==> src/rtl/coefmem_pkg.sv <==
package coefmem_pkg;
  // kind of host read scheduled for the following cycle
  typedef enum logic [1:0] {
    RD_NONE = 2'd0,
    RD_PTR  = 2'd1,
    RD_DATA = 2'd2,
    RD_ZERO = 2'd3
  } rd_kind_t;

  localparam int BYTES_PER_COEF = 4;
endpackage

==> src/rtl/coef_lane_ram.sv <==
module coef_lane_ram #(
  parameter int W     = 8,
  parameter int DEPTH = 25,
  parameter int AW    = 5
) (
  input  logic          clk,
  input  logic          we,
  input  logic [AW-1:0] waddr,
  input  logic [W-1:0]  wdata,
  input  logic [AW-1:0] raddr_a,
  input  logic [AW-1:0] raddr_b,
  output logic [W-1:0]  qa,
  output logic [W-1:0]  qb
);
  logic [W-1:0] mem [DEPTH];

  always_ff @(posedge clk) begin
    if (we) mem[waddr] <= wdata;
    qa <= mem[raddr_a];
    qb <= mem[raddr_b];
  end
endmodule

==> src/rtl/coef_filter_bank.sv <==
module coef_filter_bank #(
  parameter int WORDS   = 25,
  parameter int WORD_AW = 5,
  parameter int COEF_W  = 30
) (
  input  logic               clk,
  input  logic               we,
  input  logic [1:0]         wlane,
  input  logic [WORD_AW-1:0] waddr,
  input  logic [7:0]         wbyte,
  input  logic [WORD_AW-1:0] haddr,
  input  logic [WORD_AW-1:0] daddr,
  output logic [31:0]        hq,
  output logic [COEF_W-1:0]  dq
);
  localparam int TOP_W = COEF_W - 24;

  for (genvar l = 0; l < coefmem_pkg::BYTES_PER_COEF; l++) begin : g_lane
    localparam int LW = (l == 3) ? TOP_W : 8;
    logic [LW-1:0] qa_l, qb_l;

    coef_lane_ram #(.W(LW), .DEPTH(WORDS), .AW(WORD_AW)) u_ram (
      .clk     (clk),
      .we      (we && (wlane == 2'(l))),
      .waddr   (waddr),
      .wdata   (wbyte[LW-1:0]),
      .raddr_a (haddr),
      .raddr_b (daddr),
      .qa      (qa_l),
      .qb      (qb_l)
    );

    if (l == 3) begin : g_top
      assign hq[31:24] = {{(32 - COEF_W){1'b0}}, qa_l};
    end else begin : g_low
      assign hq[l*8 +: 8] = qa_l;
    end
    assign dq[l*8 +: LW] = qb_l;
  end
endmodule

==> src/rtl/coef_host_regs.sv <==
module coef_host_regs #(
  parameter int N_FILT     = 2,
  parameter int PTR_W      = 7,
  parameter int WIN_AW     = 6,
  parameter int BYTES_USED = 100,
  parameter int WORD_AW    = 5,
  localparam int FLT_W     = $clog2(N_FILT),
  localparam int HA_W      = FLT_W + WIN_AW
) (
  input  logic                           clk,
  input  logic                           rst,
  input  logic                           host_wr,
  input  logic                           host_rd,
  input  logic [HA_W-1:0]                host_addr,
  input  logic [7:0]                     host_wdata,
  output logic [N_FILT-1:0][PTR_W-1:0]   ptr_o,
  output logic [N_FILT-1:0]              data_wr_o,
  output logic [N_FILT-1:0]              mem_we_o,
  output logic [N_FILT-1:0][WORD_AW-1:0] word_o,
  output coefmem_pkg::rd_kind_t          rd_kind_q,
  output logic [FLT_W-1:0]               rd_flt_q,
  output logic [1:0]                     rd_lane_q,
  output logic [PTR_W-1:0]               rd_ptr_q
);
  import coefmem_pkg::*;

  logic [FLT_W-1:0]  flt;
  logic [WIN_AW-1:0] off;
  logic              is_ptr, is_data, rd_go;
  logic [N_FILT-1:0] ptr_wr;
  logic [N_FILT-1:0][PTR_W-1:0] ptr_q;
  logic [PTR_W-1:0]  ptr_sel;

  assign flt     = host_addr[HA_W-1 -: FLT_W];
  assign off     = host_addr[WIN_AW-1:0];
  assign is_ptr  = (off == WIN_AW'(0));
  assign is_data = (off == WIN_AW'(1));
  assign rd_go   = host_rd && !host_wr;    // write wins
  assign ptr_sel = ptr_q[flt];

  for (genvar f = 0; f < N_FILT; f++) begin : g_flt
    logic in_range;
    assign in_range     = (ptr_q[f] < PTR_W'(BYTES_USED));
    assign ptr_wr[f]    = host_wr && is_ptr  && (flt == FLT_W'(f));
    assign data_wr_o[f] = host_wr && is_data && (flt == FLT_W'(f));
    assign mem_we_o[f]  = data_wr_o[f] && in_range;
    assign word_o[f]    = in_range ? WORD_AW'(ptr_q[f] >> 2) : '0;

    always_ff @(posedge clk) begin
      if (rst) begin
        ptr_q[f] <= '0;
      end else if (ptr_wr[f]) begin
        ptr_q[f] <= host_wdata[PTR_W-1:0];
      end else if (data_wr_o[f]) begin
        ptr_q[f] <= ptr_q[f] + PTR_W'(1);   // natural wrap at 2**PTR_W
      end
    end
  end

  assign ptr_o = ptr_q;

  always_ff @(posedge clk) begin
    if (rst) begin
      rd_kind_q <= RD_NONE;
      rd_flt_q  <= '0;
      rd_lane_q <= '0;
      rd_ptr_q  <= '0;
    end else begin
      rd_flt_q  <= flt;
      rd_lane_q <= ptr_sel[1:0];
      rd_ptr_q  <= ptr_sel;
      if (!rd_go)
        rd_kind_q <= RD_NONE;
      else if (is_ptr)
        rd_kind_q <= RD_PTR;
      else if (is_data && (ptr_sel < PTR_W'(BYTES_USED)))
        rd_kind_q <= RD_DATA;
      else
        rd_kind_q <= RD_ZERO;
    end
  end
endmodule

==> src/rtl/coef_mem_port.sv <==
module coef_mem_port #(
  parameter int N_FILT  = 2,
  parameter int N_BAND  = 5,
  parameter int N_COEF  = 5,
  parameter int COEF_W  = 30,
  parameter int PTR_W   = 7,
  parameter int WIN_AW  = 6,
  localparam int FLT_W      = $clog2(N_FILT),
  localparam int HA_W       = FLT_W + WIN_AW,
  localparam int BAND_W     = $clog2(N_BAND),
  localparam int IDX_W      = $clog2(N_COEF),
  localparam int WORDS      = N_BAND * N_COEF,
  localparam int WORD_AW    = $clog2(WORDS),
  localparam int BYTES_USED = WORDS * coefmem_pkg::BYTES_PER_COEF
) (
  input  logic              clk,
  input  logic              rst,
  input  logic              host_wr,
  input  logic              host_rd,
  input  logic [HA_W-1:0]   host_addr,
  input  logic [7:0]        host_wdata,
  output logic [7:0]        host_rdata,
  output logic              host_rvalid,
  input  logic              dp_rd,
  input  logic [FLT_W-1:0]  dp_flt,
  input  logic [BAND_W-1:0] dp_band,
  input  logic [IDX_W-1:0]  dp_idx,
  output logic [COEF_W-1:0] dp_coef,
  output logic              dp_valid
);
  import coefmem_pkg::*;

  logic [N_FILT-1:0][PTR_W-1:0]   ptr;
  logic [N_FILT-1:0]              data_wr, mem_we;
  logic [N_FILT-1:0][WORD_AW-1:0] hword;
  rd_kind_t                       rd_kind_q;
  logic [FLT_W-1:0]               rd_flt_q;
  logic [1:0]                     rd_lane_q;
  logic [PTR_W-1:0]               rd_ptr_q;

  coef_host_regs #(
    .N_FILT(N_FILT), .PTR_W(PTR_W), .WIN_AW(WIN_AW),
    .BYTES_USED(BYTES_USED), .WORD_AW(WORD_AW)
  ) u_regs (
    .clk        (clk),
    .rst        (rst),
    .host_wr    (host_wr),
    .host_rd    (host_rd),
    .host_addr  (host_addr),
    .host_wdata (host_wdata),
    .ptr_o      (ptr),
    .data_wr_o  (data_wr),
    .mem_we_o   (mem_we),
    .word_o     (hword),
    .rd_kind_q  (rd_kind_q),
    .rd_flt_q   (rd_flt_q),
    .rd_lane_q  (rd_lane_q),
    .rd_ptr_q   (rd_ptr_q)
  );

  // datapath address
  logic               dp_in_range;
  logic [WORD_AW-1:0] dp_word;
  assign dp_in_range = (32'(dp_band) < N_BAND) && (32'(dp_idx) < N_COEF);
  assign dp_word     = dp_in_range ? WORD_AW'(32'(dp_band) * N_COEF + 32'(dp_idx)) : '0;

  logic [N_FILT-1:0][31:0]       hq_all;
  logic [N_FILT-1:0][COEF_W-1:0] dq_all;

  for (genvar f = 0; f < N_FILT; f++) begin : g_bank
    coef_filter_bank #(.WORDS(WORDS), .WORD_AW(WORD_AW), .COEF_W(COEF_W)) u_bank (
      .clk   (clk),
      .we    (mem_we[f]),
      .wlane (ptr[f][1:0]),
      .waddr (hword[f]),
      .wbyte (host_wdata),
      .haddr (hword[f]),
      .daddr (dp_word),
      .hq    (hq_all[f]),
      .dq    (dq_all[f])
    );
  end

  // datapath result tracking: host write to same filter cancels the read
  logic             dp_valid_q, dp_zero_q;
  logic [FLT_W-1:0] dp_flt_q;
  always_ff @(posedge clk) begin
    if (rst) begin
      dp_valid_q <= 1'b0;
      dp_zero_q  <= 1'b0;
      dp_flt_q   <= '0;
    end else begin
      dp_valid_q <= dp_rd && !data_wr[dp_flt];
      dp_zero_q  <= !dp_in_range;
      dp_flt_q   <= dp_flt;
    end
  end

  assign dp_valid = dp_valid_q;
  assign dp_coef  = (dp_valid_q && !dp_zero_q) ? dq_all[dp_flt_q] : '0;

  // host read data
  logic [31:0] hsel;
  assign hsel = hq_all[rd_flt_q];

  always_comb begin
    unique case (rd_kind_q)
      RD_PTR:  host_rdata = 8'(rd_ptr_q);
      RD_DATA: host_rdata = hsel[rd_lane_q*8 +: 8];
      default: host_rdata = 8'h00;
    endcase
  end
  assign host_rvalid = (rd_kind_q != RD_NONE);
endmodule

==> config.mk <==
export PLATFORM = sky130hd
export DESIGN_NAME = coef_mem_port
export DESIGN_NICKNAME = d
export VERILOG_FILES = /design/src/rtl/coefmem_pkg.sv /design/src/rtl/coef_lane_ram.sv /design/src/rtl/coef_filter_bank.sv /design/src/rtl/coef_host_regs.sv /design/src/rtl/coef_mem_port.sv
export SDC_FILE = /design/constraint.sdc
export NUM_CORES = 2
export LEC_CHECK = 0
export BUFFER_PORTS_ARGS = -buffer_cell sky130_fd_sc_hd__buf_2
export CAP_MARGIN = 20
export CORE_MARGIN = 1.5
export CORE_UTILIZATION = 40
export DETAILED_ROUTE_END_ITERATION = 12
export PLACE_DENSITY = 0.52
export SLEW_MARGIN = 10
export SYNTH_ARGS = -nofsm -noshare
export SYNTH_HDL_FRONTEND = slang
export SYNTH_HIERARCHICAL = 1
export SYNTH_SLANG_ARGS = --single-unit
==> constraint.sdc <==
create_clock -name clk -period 5.52 [get_ports clk]
set_clock_uncertainty 0.05 [all_clocks]
set_input_delay 0.552 -clock clk [delete_from_list [all_inputs] [get_ports clk]]
set_output_delay 0.552 -clock clk [all_outputs]
set_load 0.01 [all_outputs]
# == Word level (Yosys, flattened, before mapping) ==
# Memory sizes are Yosys's and may differ from the RTL's. A register that Yosys moved wholly into a read port is not among the register bits.
# Cells that the tools add are included.
# word_totals
mem_bits_rw,1500
input_bits,27
n_memories,8
output_inout_bits,40
ff_bits,29
# classes
addsub,3
n_bitwise,2
n_lt_le_gt_ge,9
eq_ne,9
n_mul,1
shift,1
reduce_logical,33
n_mux,35
# memory_table
name,depth,word_bits,rd,rd_clocked_by_memory_dff,write_ports,line_no,rtl
g_bank[0].u_bank.g_lane[0].u_ram.mem,25,8,2,2,1,coef_lane_ram.sv:15,logic [W-1:0] mem [DEPTH];
g_bank[0].u_bank.g_lane[1].u_ram.mem,25,8,2,2,1,coef_lane_ram.sv:15,
g_bank[0].u_bank.g_lane[2].u_ram.mem,25,8,2,2,1,coef_lane_ram.sv:15,
g_bank[1].u_bank.g_lane[0].u_ram.mem,25,8,2,2,1,coef_lane_ram.sv:15,
g_bank[1].u_bank.g_lane[1].u_ram.mem,25,8,2,2,1,coef_lane_ram.sv:15,
g_bank[1].u_bank.g_lane[2].u_ram.mem,25,8,2,2,1,coef_lane_ram.sv:15,
+2 memories,-,-,-,-,-,-,
# ops
operator,n
$mux 30,4
$mux 7,6
$mux 32,1
$shiftx 32x6->8,1
$logic_and 1x1->1,21
$lt 7x7->1 const B,3
$mux 1,20
$pmux 8 s2,1
$mux 5,3
$add 7x1->7 const B,2
$eq 2x2->1 const B,5
$lt 1x2->1 const B,4
$eq 2x1->1 const B,3
$eq 6x1->1 const B,1
$logic_not 6->1,1
$lt 3x3->1 const B,2
$reduce_bool 2->1,3
$add 5x3->5,1
$mul 3x3->5 const B,1
$logic_not 1->1,4
$logic_not 2->1,2
$reduce_or 3->1,1
$not 1->1,2
$reduce_or 2->1,1

# == Logic depth before layout (Yosys ltp) ==
# logic_depth
word_depth,7
mapped_depth,13
depth_no_buf,11

# == Modules after synthesis ==
# Netlist, hierarchy kept.
# modules_own_cells
mod,area_per_inst_um2,cells_per_inst,n_inst
coef_lane_ram (g_bank[0].u_bank.g_lane[0].u_ram ...),9902.0,574,6
coef_lane_ram (g_bank[0].u_bank.g_lane[3].u_ram ...),7498.4,429,2
coef_mem_port,1455.1,177,1
coef_host_regs,1381.3,166,1
coef_filter_bank,56.3,7,2

# == Least setup slack after synthesis ==
# OpenSTA, ideal clock, no wires.
# synth_timing
path_kind,reg-to-reg
start,register u_regs.ptr_q (netlist bit u_regs/ptr_o[2])
end,memory g_bank[0].u_bank.g_lane[0].u_ram.mem[24][0] (enable)
path_slack_ps,1209
period_less_slack_ps,4311
path_stages_with_launch,5
arrival_ps,3866
n_path_buf,1
setup_ps,395
path_cell_list,dfxtp_1 > clkbuf_1 > or3_1 > a21boi_0 > nor4bb_1
# synth_lines
element,line_no,rtl
"start, declared",coef_host_regs.sv:31,logic [N_FILT-1:0][PTR_W-1:0] ptr_q;
"start signal, assigned by index",coef_host_regs.sv:53,ptr_q[f] <= host_wdata[PTR_W-1:0];
"start signal, assigned by index",coef_host_regs.sv:55,ptr_q[f] <= ptr_q[f] + PTR_W'(1);
"end, declared",coef_lane_ram.sv:15,

# == Worst setup path after layout ==
# layout_timing
start,register u_regs.ptr_q (netlist bit u_regs/ptr_o[9])
end,memory g_bank[1].u_bank.g_lane[0].u_ram.mem[12][3] (enable)
# layout_via
elab_chain_cells,5
elab_cells_between_ends,6
classes_between,order compare (1); mux (3); reduce/logical (2)
# layout_rtl
element,line_no,rtl
$lt 7x7->1,coef_host_regs.sv:43,assign in_range = (ptr_q[f] < PTR_W'(BYTES_USED));
$logic_and 1x1->1,coef_host_regs.sv:46,assign mem_we_o[f] = data_wr_o[f] && in_range;
named net mem_we[1],coef_mem_port.sv:34,"logic [N_FILT-1:0] data_wr, mem_we;"
$logic_and 1x1->1,coef_filter_bank.sv:24,".we (we && (wlane == 2'(l))),"
$mux 1,coef_lane_ram.sv:18,if (we) mem[waddr] <= wdata;
$mux 1 (implied by the code),coef_lane_ram.sv:18,
"end, declared",coef_lane_ram.sv:15,
# The timed path passes the listed nets, and every way through them passes these cells.

==> impl_results.md <==
* EDFF count, synth at 1,500
* Global route overflow at 0
* Nets at 4,801
* Post-synthesis compound-gate area fraction at 5.68%
* Final min period at 3.83 ns
* Initial Util at 40.2%
* Placed Cells at 7,103
* Drt wl/cell at 32.5 µm
* Post-DR vias/cell at 6.24
* TritonCTS clock tree: done
* Post-CTS resize count at 0
* Reg2reg start: u_regs/ptr_o[9]
* Fin Setup TNS at 0 ns
* CTS clk-pin slew, worst paths at 0.06 ns
* H-tree depth at 4
* Worst slew margin at 27.4%
* Synth Area in XOR/XNOR at 0.0340%
* Worst hold path type: in -> reg
* Max Clk Rate at 261 MHz
* Setup violators final at 0
* WP data required at 5.89 ns
* Final WL at 242,000 µm
* Post-DP HPWL at 162,000 µm
* Die H at 443 µm
* Status: finished clean
* Mapped Avg Cell Area at 16.6 µm²
* IO Pins at 67
* GRT Util Overall at 24.4%
* Yosys warns at 6
* Post-Syn Area at 0.0774 mm²
* DP Worst Slack at 1.04 ns
* First-pass GRT wire length at 347,000 µm
* Crit-path cells: or3_1, nand3_1, and3_1, nor3b_2, or3b_2, nor2_1
* CORE AREA at 0.192 mm²
* Die area at 0.196 mm²
* Static Leakage at 26.3 nW
* Final GP Congestion at 0.900
* Filler cells at 16.6k
* Final Hold Viols at 0
* Buffers on Ports at 66
* Largest net degree at the start of global routing at 128
* Initial antenna violation count at 16
* CTS max path bufs at 3
* FF+latch count, synth at 1,647
* Adder-cell share of the synthesized area at 0.236%
* Final ANT Viol Nets at 0
* Row cnt at 161
* CP Capture Type: register
* CP Data Arrival Time at 4.20 ns
* Mux contribution to synthesized area at 22.3%
* Max incr delay on CP at 0.72 ns
* Seq/Total Area, Yosys at 62.0%
* Finished Layout Cells at 7,442
* DRC viols at 0
* Final Util at 45.0%
* CTS sink count at 1,647
* Peak supply drop at 249 µV
* Top FF cell, synth: edfxtp_1
* Tot Pwr at 28.5 mW
* Slew Viols, Final at 0
* Maximum net fanout on the critical path at 8
* Slowest-stage cell, CP: nor2_1
* MaxCap Viol Count at 0
* Simple-gate share of the synthesized area at 6.84%
* Fin Hold WS at 0.129 ns
* Die width at 443 µm
* Final worst setup slack at 1.69 ns
* Crit path kind: reg -> reg
* Worst Setup Start Kind: register
* Area Growth Syn to Fin at 11.9%
* Commonest non-fill, non-tap cell in the layout: edfxtp_1
* Ys async rst share at 0%
* Syn Inst Count at 4,659
* Pre-antenna DRT Iters at 8
* Main combinational cell family by area after synthesis: multiplexers
* Min-delay src: host_wdata[5]
* Most frequent cells in the layout: edfxtp_1 (1,500), mux4_2 (498), mux2i_1 (312)
* Total vias in the final route at 46.5k
* Least-Margin Pin Slew at 1.08 ns
* Synth cell types at 76
* Pwr dens at 329 mW/mm²
* Post-CTS setup buffers at 0
* DRT iter0 DRCs at 5,418
* Unrepaired setup endpoints after global routing: no
* Share of layout cells above drive strength 1 at 23.9%
* Vias in the first global route at 45.8k
* Post-detailed-placement cell area at 0.0805 mm²
* Finished layout cell area at 0.0865 mm²
* Total CTS buffers at 177
* Clock root buffer: clkbuf_16
* Final Cycle Share at 69.4%
* Worst-Skew Late Latency at 0.83 ns
* CP Launch Point: u_regs/ptr_o[9]
## registers in the layout, summed over array words and instances, names as in the netlist, 2 cells and up
register and count:
g_bank.u_bank/g_lane.u_ram/mem 1500, g_bank.u_bank/g_lane.u_ram/qa 60, g_bank.u_bank/g_lane.u_ram/qb 60, u_regs/ptr_o 14
u_regs/rd_ptr_q 6, u_regs/rd_kind_q 2
## cells in the mapped netlist (all sizes together) (74+ instances only)
master	n	share of area [%]
dfxtp	147	3.8
nor2	310	1.5
edfxtp	1500	58
o22ai	136	1.1
buf	245	2.4
a22oi	86	0.91
nand3	115	0.74
mux4	577	17
a21oi	93	0.61
nand2	212	1.0
o21ai	98	0.63
mux2i	312	4.0
nor2b	74	0.60
## final cells by class
cell class              instances  area (µm²)  share of cell area, %
clock inverters                96        1100                   1.28
repair buffers                234        2060                   2.38
flip-flops and latches       1647       48000                   55.5
clock buffers                 232        4820                   5.57
well taps                    2526        3160                   3.65
inverters                      36         135                  0.156
multi-input cells            2664       27200                   31.5
diodes                          7        17.5                 0.0202
## critical path, delay by kind of cell, from the launching register on
kind | cells | cell delay, ns
simple gates | 6 | 2.97
flops | 1 | 0.39
## path summary, 6_finish.rpt
path | to | slack [ns] | depth (start not counted)
min | g_bank[1].u_bank/g_lane[3].u_ram/mem[1][5] | 0.13 | 1
min reg2reg | u_regs/ptr_o[4] | 0.51 | 2
max reg2reg | g_bank[1].u_bank/g_lane[0].u_ram/mem[12][3] | 1.69 | 6
max | g_bank[1].u_bank/g_lane[0].u_ram/mem[12][3] | 1.69 | 6
## where the power goes
part | switching [mW] | internal, mW | total, mW
registers | 0.161 | 13.8 | 13.9
logic | 1.53 | 0.849 | 2.38
clock network | 5.06 | 7.14 | 12.2
## routing by layer
metal	part of all wire, %	GRT usage (%)	wire (µm)
met5	0.017	0	40
met3	7.0	3.61	17100
met1	43	35.3	105000
met4	2.7	6.34	6470
met2	47	38.5	113000
## repair_timing
| action | in CTS | in global routing |
|---|---|---|
| hold buffers | 2 | 0 |
| endpoints found under the setup margin | 0 | 0 |
| hold endpoints to repair | 2 | 0 |
## cells by family (layout without fill, tap and decap cells)
kind of cell,after synthesis,count (layout)
DFF,1647,1647
and+or+nand+nor,1044,1044
muxes,962,962
AOI/OAI and AO/OA,637,637
buffers and inverters,350,598
adders and majority gates,14,14
xor gates and xnor gates,3,3
other,2,11
Note: power is estimated with default switching activity, not from simulation.
